## src/rtl/adcrx_pkg.sv

```systemverilog
package adcrx_pkg;

    localparam int FRAME_BITS = 19;
    localparam int DATA_W     = 16;
    localparam int CMD_BITS   = 8;
    localparam int CNT_W      = $clog2(FRAME_BITS + 1);
    localparam int GUARD      = 3;

    typedef enum logic [1:0] {
        ST_IDLE,
        ST_CONV,
        ST_SHIFT,
        ST_CHECK
    } rx_state_e;

    typedef struct packed {
        logic              sign;
        logic              limit;
        logic [DATA_W-1:0] data;
    } result_t;

    function automatic logic [CMD_BITS-1:0] build_cmd(
        input logic       en,
        input logic       single,
        input logic       odd,
        input logic [2:0] addr
    );
        return {2'b10, en, single, odd, addr};
    endfunction

    function automatic result_t parse_frame(input logic [FRAME_BITS-1:0] f);
        result_t r;
        r.sign  = f[DATA_W];
        r.data  = f[DATA_W-1:0];
        r.limit = (r.sign && (&r.data)) || (!r.sign && !(|r.data));
        return r;
    endfunction

endpackage

```

## src/rtl/adcrx_sync.sv

```systemverilog
module adcrx_sync #(
    parameter int N      = 2,
    parameter int STAGES = 2
) (
    input  logic         clk,
    input  logic         rst,
    input  logic [N-1:0] d,
    output logic [N-1:0] q,
    output logic [N-1:0] chg
);
    logic [N-1:0] stg [0:STAGES];

    always_ff @(posedge clk) begin
        if (rst) stg[0] <= '0;
        else     stg[0] <= d;
    end

    for (genvar i = 1; i <= STAGES; i++) begin : g_stage
        always_ff @(posedge clk) begin
            if (rst) stg[i] <= '0;
            else     stg[i] <= stg[i-1];
        end
    end

    assign q   = stg[STAGES-1];
    assign chg = stg[STAGES-1] ^ stg[STAGES];
endmodule

```

## src/rtl/adcrx_cmd.sv

```systemverilog
module adcrx_cmd
    import adcrx_pkg::*;
(
    input  logic                clk,
    input  logic                rst,
    input  logic                load,
    input  logic                advance,
    input  logic                clear,
    input  logic [CMD_BITS-1:0] cmd,
    output logic                sdi
);
    logic [CMD_BITS-1:0] sh_q;

    always_ff @(posedge clk) begin
        if (rst || clear) sh_q <= '0;
        else if (load)    sh_q <= cmd;
        else if (advance) sh_q <= {sh_q[CMD_BITS-2:0], 1'b0};
    end

    assign sdi = sh_q[CMD_BITS-1];
endmodule

```

## src/rtl/adcrx_frame.sv

```systemverilog
module adcrx_frame
    import adcrx_pkg::*;
#(
    parameter int WD_W = 16
) (
    input  logic                  clk,
    input  logic                  rst,
    input  logic                  sck,
    input  logic                  sdo,
    input  logic                  sck_rise,
    input  logic                  sck_fall,
    input  logic                  sdo_fall,
    input  logic [WD_W-1:0]       wd_limit,
    output logic                  cmd_load,
    output logic                  cmd_adv,
    output logic                  cmd_clr,
    output logic                  done_ok,
    output logic                  done_bad,
    output logic [FRAME_BITS-1:0] frame,
    output rx_state_e             state,
    output logic [CNT_W-1:0]      bit_cnt
);
    rx_state_e             state_q;
    logic [CNT_W-1:0]      cnt_q;
    logic [WD_W-1:0]       wd_q;
    logic [FRAME_BITS-1:0] sh_q;
    logic                  check_now;

    assign cmd_load  = (state_q == ST_CONV) && sdo_fall;
    assign cmd_adv   = (state_q == ST_SHIFT) && sck_fall && (cnt_q != '0);
    assign cmd_clr   = (state_q != ST_SHIFT) && !cmd_load;
    assign check_now = (state_q == ST_CHECK) && (wd_q == WD_W'(GUARD - 1));
    assign done_ok   = check_now && sdo && !sh_q[FRAME_BITS-2];
    assign done_bad  = check_now && !(sdo && !sh_q[FRAME_BITS-2]);

    always_ff @(posedge clk) begin
        if (rst) begin
            state_q <= ST_IDLE;
            cnt_q   <= '0;
            wd_q    <= '0;
            sh_q    <= '0;
        end else begin
            unique case (state_q)
                ST_IDLE: begin
                    if (sck && sdo) state_q <= ST_CONV;
                end
                ST_CONV: begin
                    if (sdo_fall) begin
                        state_q <= ST_SHIFT;
                        cnt_q   <= '0;
                        wd_q    <= '0;
                    end
                end
                ST_SHIFT: begin
                    if (sck_rise) begin
                        sh_q <= {sh_q[FRAME_BITS-2:0], sdo};
                        wd_q <= '0;
                        if (cnt_q == CNT_W'(FRAME_BITS - 1)) begin
                            state_q <= ST_CHECK;
                            cnt_q   <= '0;
                        end else begin
                            cnt_q <= cnt_q + CNT_W'(1);
                        end
                    end else if (sck_fall) begin
                        wd_q <= '0;
                    end else if (wd_q >= wd_limit) begin
                        state_q <= ST_IDLE;
                        cnt_q   <= '0;
                        wd_q    <= '0;
                    end else begin
                        wd_q <= wd_q + WD_W'(1);
                    end
                end
                ST_CHECK: begin
                    if (check_now) begin
                        state_q <= ST_IDLE;
                        wd_q    <= '0;
                    end else begin
                        wd_q <= wd_q + WD_W'(1);
                    end
                end
                default: state_q <= ST_IDLE;
            endcase
        end
    end

    assign frame   = sh_q;
    assign state   = state_q;
    assign bit_cnt = cnt_q;
endmodule

```

## src/rtl/adcrx_host.sv

```systemverilog
module adcrx_host
    import adcrx_pkg::*;
#(
    parameter int WD_W = 16
) (
    input  logic              clk,
    input  logic              rst,
    input  logic              adc_sck,
    input  logic              adc_sdo,
    output logic              adc_sdi,
    input  logic              cmd_enable,
    input  logic              cmd_single,
    input  logic              cmd_odd,
    input  logic [2:0]        cmd_addr,
    input  logic [WD_W-1:0]   wd_limit,
    output logic              frame_valid,
    output logic              frame_err,
    output logic              res_sign,
    output logic [DATA_W-1:0] res_data,
    output logic              res_limit
);
    logic [1:0]            line_q;
    logic [1:0]            line_chg;
    logic                  cmd_load, cmd_adv, cmd_clr;
    logic                  done_ok, done_bad;
    logic [FRAME_BITS-1:0] frame;
    rx_state_e             fsm_st;
    logic [CNT_W-1:0]      bit_cnt;
    result_t               res_q;
    logic                  valid_q, err_q;

    adcrx_sync #(.N(2), .STAGES(2)) u_sync (
        .clk (clk),
        .rst (rst),
        .d   ({adc_sdo, adc_sck}),
        .q   (line_q),
        .chg (line_chg)
    );

    adcrx_frame #(.WD_W(WD_W)) u_frame (
        .clk      (clk),
        .rst      (rst),
        .sck      (line_q[0]),
        .sdo      (line_q[1]),
        .sck_rise (line_chg[0] && line_q[0]),
        .sck_fall (line_chg[0] && !line_q[0]),
        .sdo_fall (line_chg[1] && !line_q[1]),
        .wd_limit (wd_limit),
        .cmd_load (cmd_load),
        .cmd_adv  (cmd_adv),
        .cmd_clr  (cmd_clr),
        .done_ok  (done_ok),
        .done_bad (done_bad),
        .frame    (frame),
        .state    (fsm_st),
        .bit_cnt  (bit_cnt)
    );

    adcrx_cmd u_cmd (
        .clk     (clk),
        .rst     (rst),
        .load    (cmd_load),
        .advance (cmd_adv),
        .clear   (cmd_clr),
        .cmd     (build_cmd(cmd_enable, cmd_single, cmd_odd, cmd_addr)),
        .sdi     (adc_sdi)
    );

    always_ff @(posedge clk) begin
        if (rst) begin
            res_q   <= '0;
            valid_q <= 1'b0;
            err_q   <= 1'b0;
        end else begin
            valid_q <= done_ok;
            err_q   <= done_bad;
            if (done_ok) res_q <= parse_frame(frame);
        end
    end

    assign frame_valid = valid_q;
    assign frame_err   = err_q;
    assign res_sign    = res_q.sign;
    assign res_data    = res_q.data;
    assign res_limit   = res_q.limit;
endmodule

```

## config.mk

```make
export PLATFORM = sky130hd
export DESIGN_NAME = adcrx_host
export DESIGN_NICKNAME = d
export VERILOG_FILES = /design/src/rtl/adcrx_pkg.sv /design/src/rtl/adcrx_sync.sv /design/src/rtl/adcrx_cmd.sv /design/src/rtl/adcrx_frame.sv /design/src/rtl/adcrx_host.sv
export SDC_FILE = /design/constraint.sdc
export NUM_CORES = 1
export LEC_CHECK = 0
export ABC_CLOCK_PERIOD_IN_PS = 3610
export BUFFER_PORTS_ARGS = -buffer_cell sky130_fd_sc_hd__buf_2
export CORE_MARGIN = 1.5
export CORE_UTILIZATION = 30
export CTS_BUF_LIST = sky130_fd_sc_hd__clkbuf_2
export DETAILED_ROUTE_END_ITERATION = 6
export PLACE_DENSITY = 0.57
export SLEW_MARGIN = 20
export SYNTH_ARGS = -nofsm -noshare
export SYNTH_HDL_FRONTEND = slang
export SYNTH_SLANG_ARGS = --single-unit
```

## constraint.sdc

```tcl
create_clock -name clk -period 3.61 [get_ports clk]
set_clock_uncertainty 0.2 [all_clocks]
set_input_delay 0.722 -clock clk [delete_from_list [all_inputs] [get_ports clk]]
set_output_delay 0.722 -clock clk [all_outputs]
set_load 0.05 [all_outputs]
```

==> flow_metrics.env <==
export IMPL_layout_commonest_cell="dfxtp_1"
export IMPL_grt_max_degree=32
export IMPL_drc=0
export IMPL_critPathLaunchType="flip-flop"
export IMPL_rsz0062_at_grt="no"
export IMPL_synth_warnings=0
export IMPL_clockBufferDepth=2
export IMPL_period_share_pct=81.93
export IMPL_tightest_slew_ns=0.8431
export IMPL_h_tree_depth=3
export IMPL_max_freq_mhz=338.1
export IMPL_cp_cell_sequence="inv_1, ha_1, nand2b_1, a2111oi_0, buf_4, or4b_4, nand3_2, nand4_4, or4_1, a21oi_1"
export IMPL_initial_core_util_pct=30.74
export IMPL_cts_buffers_inserted=9
export IMPL_drt_iter0_drc=192
export IMPL_arrival_ns=3.22
export IMPL_relSlewSlack_pct=43.59
export IMPL_first_pass_iters=4
export IMPL_die_area_um2=12930
export IMPL_holdBufCountCts=0
export IMPL_gr_usage_met3_pct=3.401
export IMPL_hold_path_class="in2reg"
export IMPL_n_fill_cell=1245
export IMPL_cellLeakagePower_nw=1.768
export IMPL_vias_per_cell=4.884
export IMPL_busiest_layer="met2"
export IMPL_crit_type="reg2reg"
export IMPL_core_area_um2=11960
export IMPL_cts_tree="yes"
export IMPL_synth_cell_types=44
export IMPL_pwr_share_comb_pct=10.5
export IMPL_vias=3106
export IMPL_io_pins=47
export IMPL_p_int_uw=985.3
export IMPL_die_h_um=113.7
export IMPL_pwr_share_seq_pct=59.8
export IMPL_clock_sinks=75
export IMPL_switching_power_uw=425.7
export IMPL_syn_mean_instance_area_um2=8.415
export IMPL_post_cts_setup_buffers=0
export IMPL_clkTransAtPathRegs_ns=0.22
export IMPL_place_area_um2=4066
export IMPL_critical_path_max_fanout=10
export IMPL_critPathCaptureType="flip-flop"
export IMPL_grt_pass1_wl_mm=13.70
export IMPL_worst_path_buf_inv=2
export IMPL_grtUsageTotal_pct=13.18
export IMPL_async_reset_ff_share_pct=0
export IMPL_port_buffers=46
export IMPL_grtUsageMet2_pct=20.04
export IMPL_syn_inst=437
export IMPL_drtAntennaViolNets=0
export IMPL_cts_root_buf="clkbuf_2"
export IMPL_synth_edf_count=0
export IMPL_grt_ovfl_total=0
export IMPL_synth_top_cell_area_share_pct=40.83
export IMPL_gp_congestion=0.8674
export IMPL_hpwl_mm=5.813
export IMPL_fin_tns_setup_ns=0
export IMPL_cts_resized=0
export IMPL_setup_violations=0
export IMPL_r2r_end="u_frame.bit_cnt[3]$_SDFFE_PP0P_"
export IMPL_holdPathStages=2
export IMPL_power_density_nw_per_um2=338.3
export IMPL_drt_total_wl_mm=8.055
export IMPL_fp_dieW_um=113.7
export IMPL_yosysTopAreaCell="dfxtp_1"
export IMPL_fin_cells=636
export IMPL_syn_area_um2=3677
export IMPL_max_cap_violations=0
export IMPL_min_to="u_sync.stg[0][0]$_SDFF_PP0_"
export IMPL_grtUsageMet1_pct=17.69
export IMPL_min_from="adc_sck"
export IMPL_syn_nets=488
export IMPL_vdd_drop_max_mv=0.1035
export IMPL_post_route_util_pct=34.87
export IMPL_area_growth_synth_to_final_pct=13.44
export IMPL_drt_wirelength_per_cell_um=12.67
export IMPL_reg2reg_setup_slack_ns=0.65
export IMPL_drive_above_1_share_pct=15.78
export IMPL_ys_flop_type="dfxtp_1"
export IMPL_fin_area_um2=4172
export IMPL_max_stage_delay_ns=0.54
export IMPL_ff2ff_path_depth=10
export IMPL_antenna_found_initial=1
export IMPL_final_cell_mix="dfxtp_1 (75), nand2_1 (60), buf_2 (46), nor2_1 (39), a21oi_1 (38)"
export IMPL_crit_family="simple AND/OR/NAND/NOR gates"
export IMPL_insertion_delay_ns=0.53
export IMPL_grt_pass1_vias=2946
export IMPL_synth_seq_cells=75
export IMPL_status="finished, final reports clean"
export IMPL_rr_startpoint="u_frame.wd_q[0]$_SDFFE_PP0P_"
export IMPL_switching_share_pct=30.17
export IMPL_crit_path_top_delay_cell="or4b_4"
export IMPL_slew_violations=0
export IMPL_rows=40
export IMPL_pwr_share_clk_pct=29.7
export IMPL_synthTopCellsByArea="dfxtp_1 (41%), ha_1 (8.5%), mux2i_1 (6.5%)"
export IMPL_worstPathRequired_ns=3.88
export IMPL_hold_violations=0
export IMPL_final_nets=534
export IMPL_period_needed_ns=2.958
export IMPL_dp_cells=619
export IMPL_power_mw=1.411
export IMPL_seq_area_frac_synth_pct=40.83
[routing by layer]
metal	share of wire [%]	vias to the layer above
met5	0	-
met4	1.2	0
met3	3.8	7
met2	45	49
met1	50	1429
li1	-	1621
[how the worst max path moves through the flow]
stage | startpoint | endpoint | slack [ns] | cells after the start
finish | u_frame.wd_q[0]$_SDFFE_PP0P_ | u_frame.bit_cnt[3]$_SDFFE_PP0P_ | 0.65 | 10
global route | u_frame.wd_q[0]$_SDFFE_PP0P_ | u_frame.wd_q[9]$_SDFFE_PP0P_ | 0.36 | 10
CTS | u_frame.wd_q[0]$_SDFFE_PP0P_ | u_frame.bit_cnt[3]$_SDFFE_PP0P_ | 0.63 | 10
detailed placement | wd_limit[15] | u_frame.bit_cnt[3]$_SDFFE_PP0P_ | 0.31 | 10
global placement | wd_limit[15] | u_frame.bit_cnt[3]$_SDFFE_PP0P_ | 0.40 | 10
floorplan | wd_limit[15] | u_frame.bit_cnt[3]$_SDFFE_PP0P_ | 0.63 | 9
[area by class of cell]
class	instances	area, um2	share of cell area [%]
inverters	30	112.6	2.699
clock buffers	9	45.04	1.080
flip-flops and latches	75	1501	35.99
clock inverters	7	51.30	1.230
well taps	147	183.9	4.409
multi-input cells	316	2007	48.11
repair buffers	51	267.8	6.419
diodes	1	2.502	0.05999
[registers in the layout, indices dropped and copies added (netlist names)]
register and count:
res_limit 1, res_sign 1, frame_err 1, res_data 16
u_sync.stg 6, frame_valid 1, u_frame.bit_cnt 5, u_frame.frame 18
u_frame.state 2, u_cmd.sh_q 8, u_frame.wd_q 16
[logic make-up (layout without fill, tap and decap cells)]
family          count (synthesis)  in the layout  synth area share, %
buf+inv                        46             97                4.764
compound gates                 79             79                13.20
simple gates                  183            183                24.97
other cells                     0              1                    0
xor+xnor                        5              5                1.191
fa+ha+maj                      25             25                8.506
flops                          75             75                40.83
mux                            24             24                6.533
[cell usage after synthesis, types with 4 or more instances]
| library cell | instances |
|---|---|
| a22o_1 | 7 |
| nor4_1 | 6 |
| nor3_1 | 6 |
| nand4_1 | 10 |
| ha_1 | 25 |
| nand2_1 | 60 |
| a21oi_1 | 38 |
| or2_2 | 4 |
| a211oi_1 | 8 |
| inv_1 | 30 |
| nand3_1 | 17 |
| o21ai_0 | 10 |
| dfxtp_1 | 75 |
| and2_1 | 4 |
| nand2b_1 | 6 |
| nor2_1 | 39 |
| nor2b_1 | 10 |
| clkbuf_1 | 14 |
| a21o_1 | 5 |
| mux2i_1 | 24 |
[metrics by stage]
| stage | setup WS, ns | hold WS [ns] |
|---|---|---|
| finish | 0.6525 | 0.1972 |
| global placement | 0.4005 | 0.2280 |
| global route | 0.3629 | 0.1268 |
| detailed placement | 0.3078 | 0.2243 |
| CTS | 0.6283 | 0.1310 |
| floorplan | 0.6282 | 0.2138 |
[power groups by stage]
stage | clock, mW | sequential [mW] | combinational, mW
after CTS | 0.444 | 0.844 | 0.149
after global routing | 0.478 | 0.846 | 0.170
after global placement | 0 | 0.859 | 0.143
final | 0.419 | 0.844 | 0.148
after detailed placement | 0 | 0.860 | 0.148
after floorplan | 0 | 0.858 | 0.107
(Power assumes the default switching activity.)
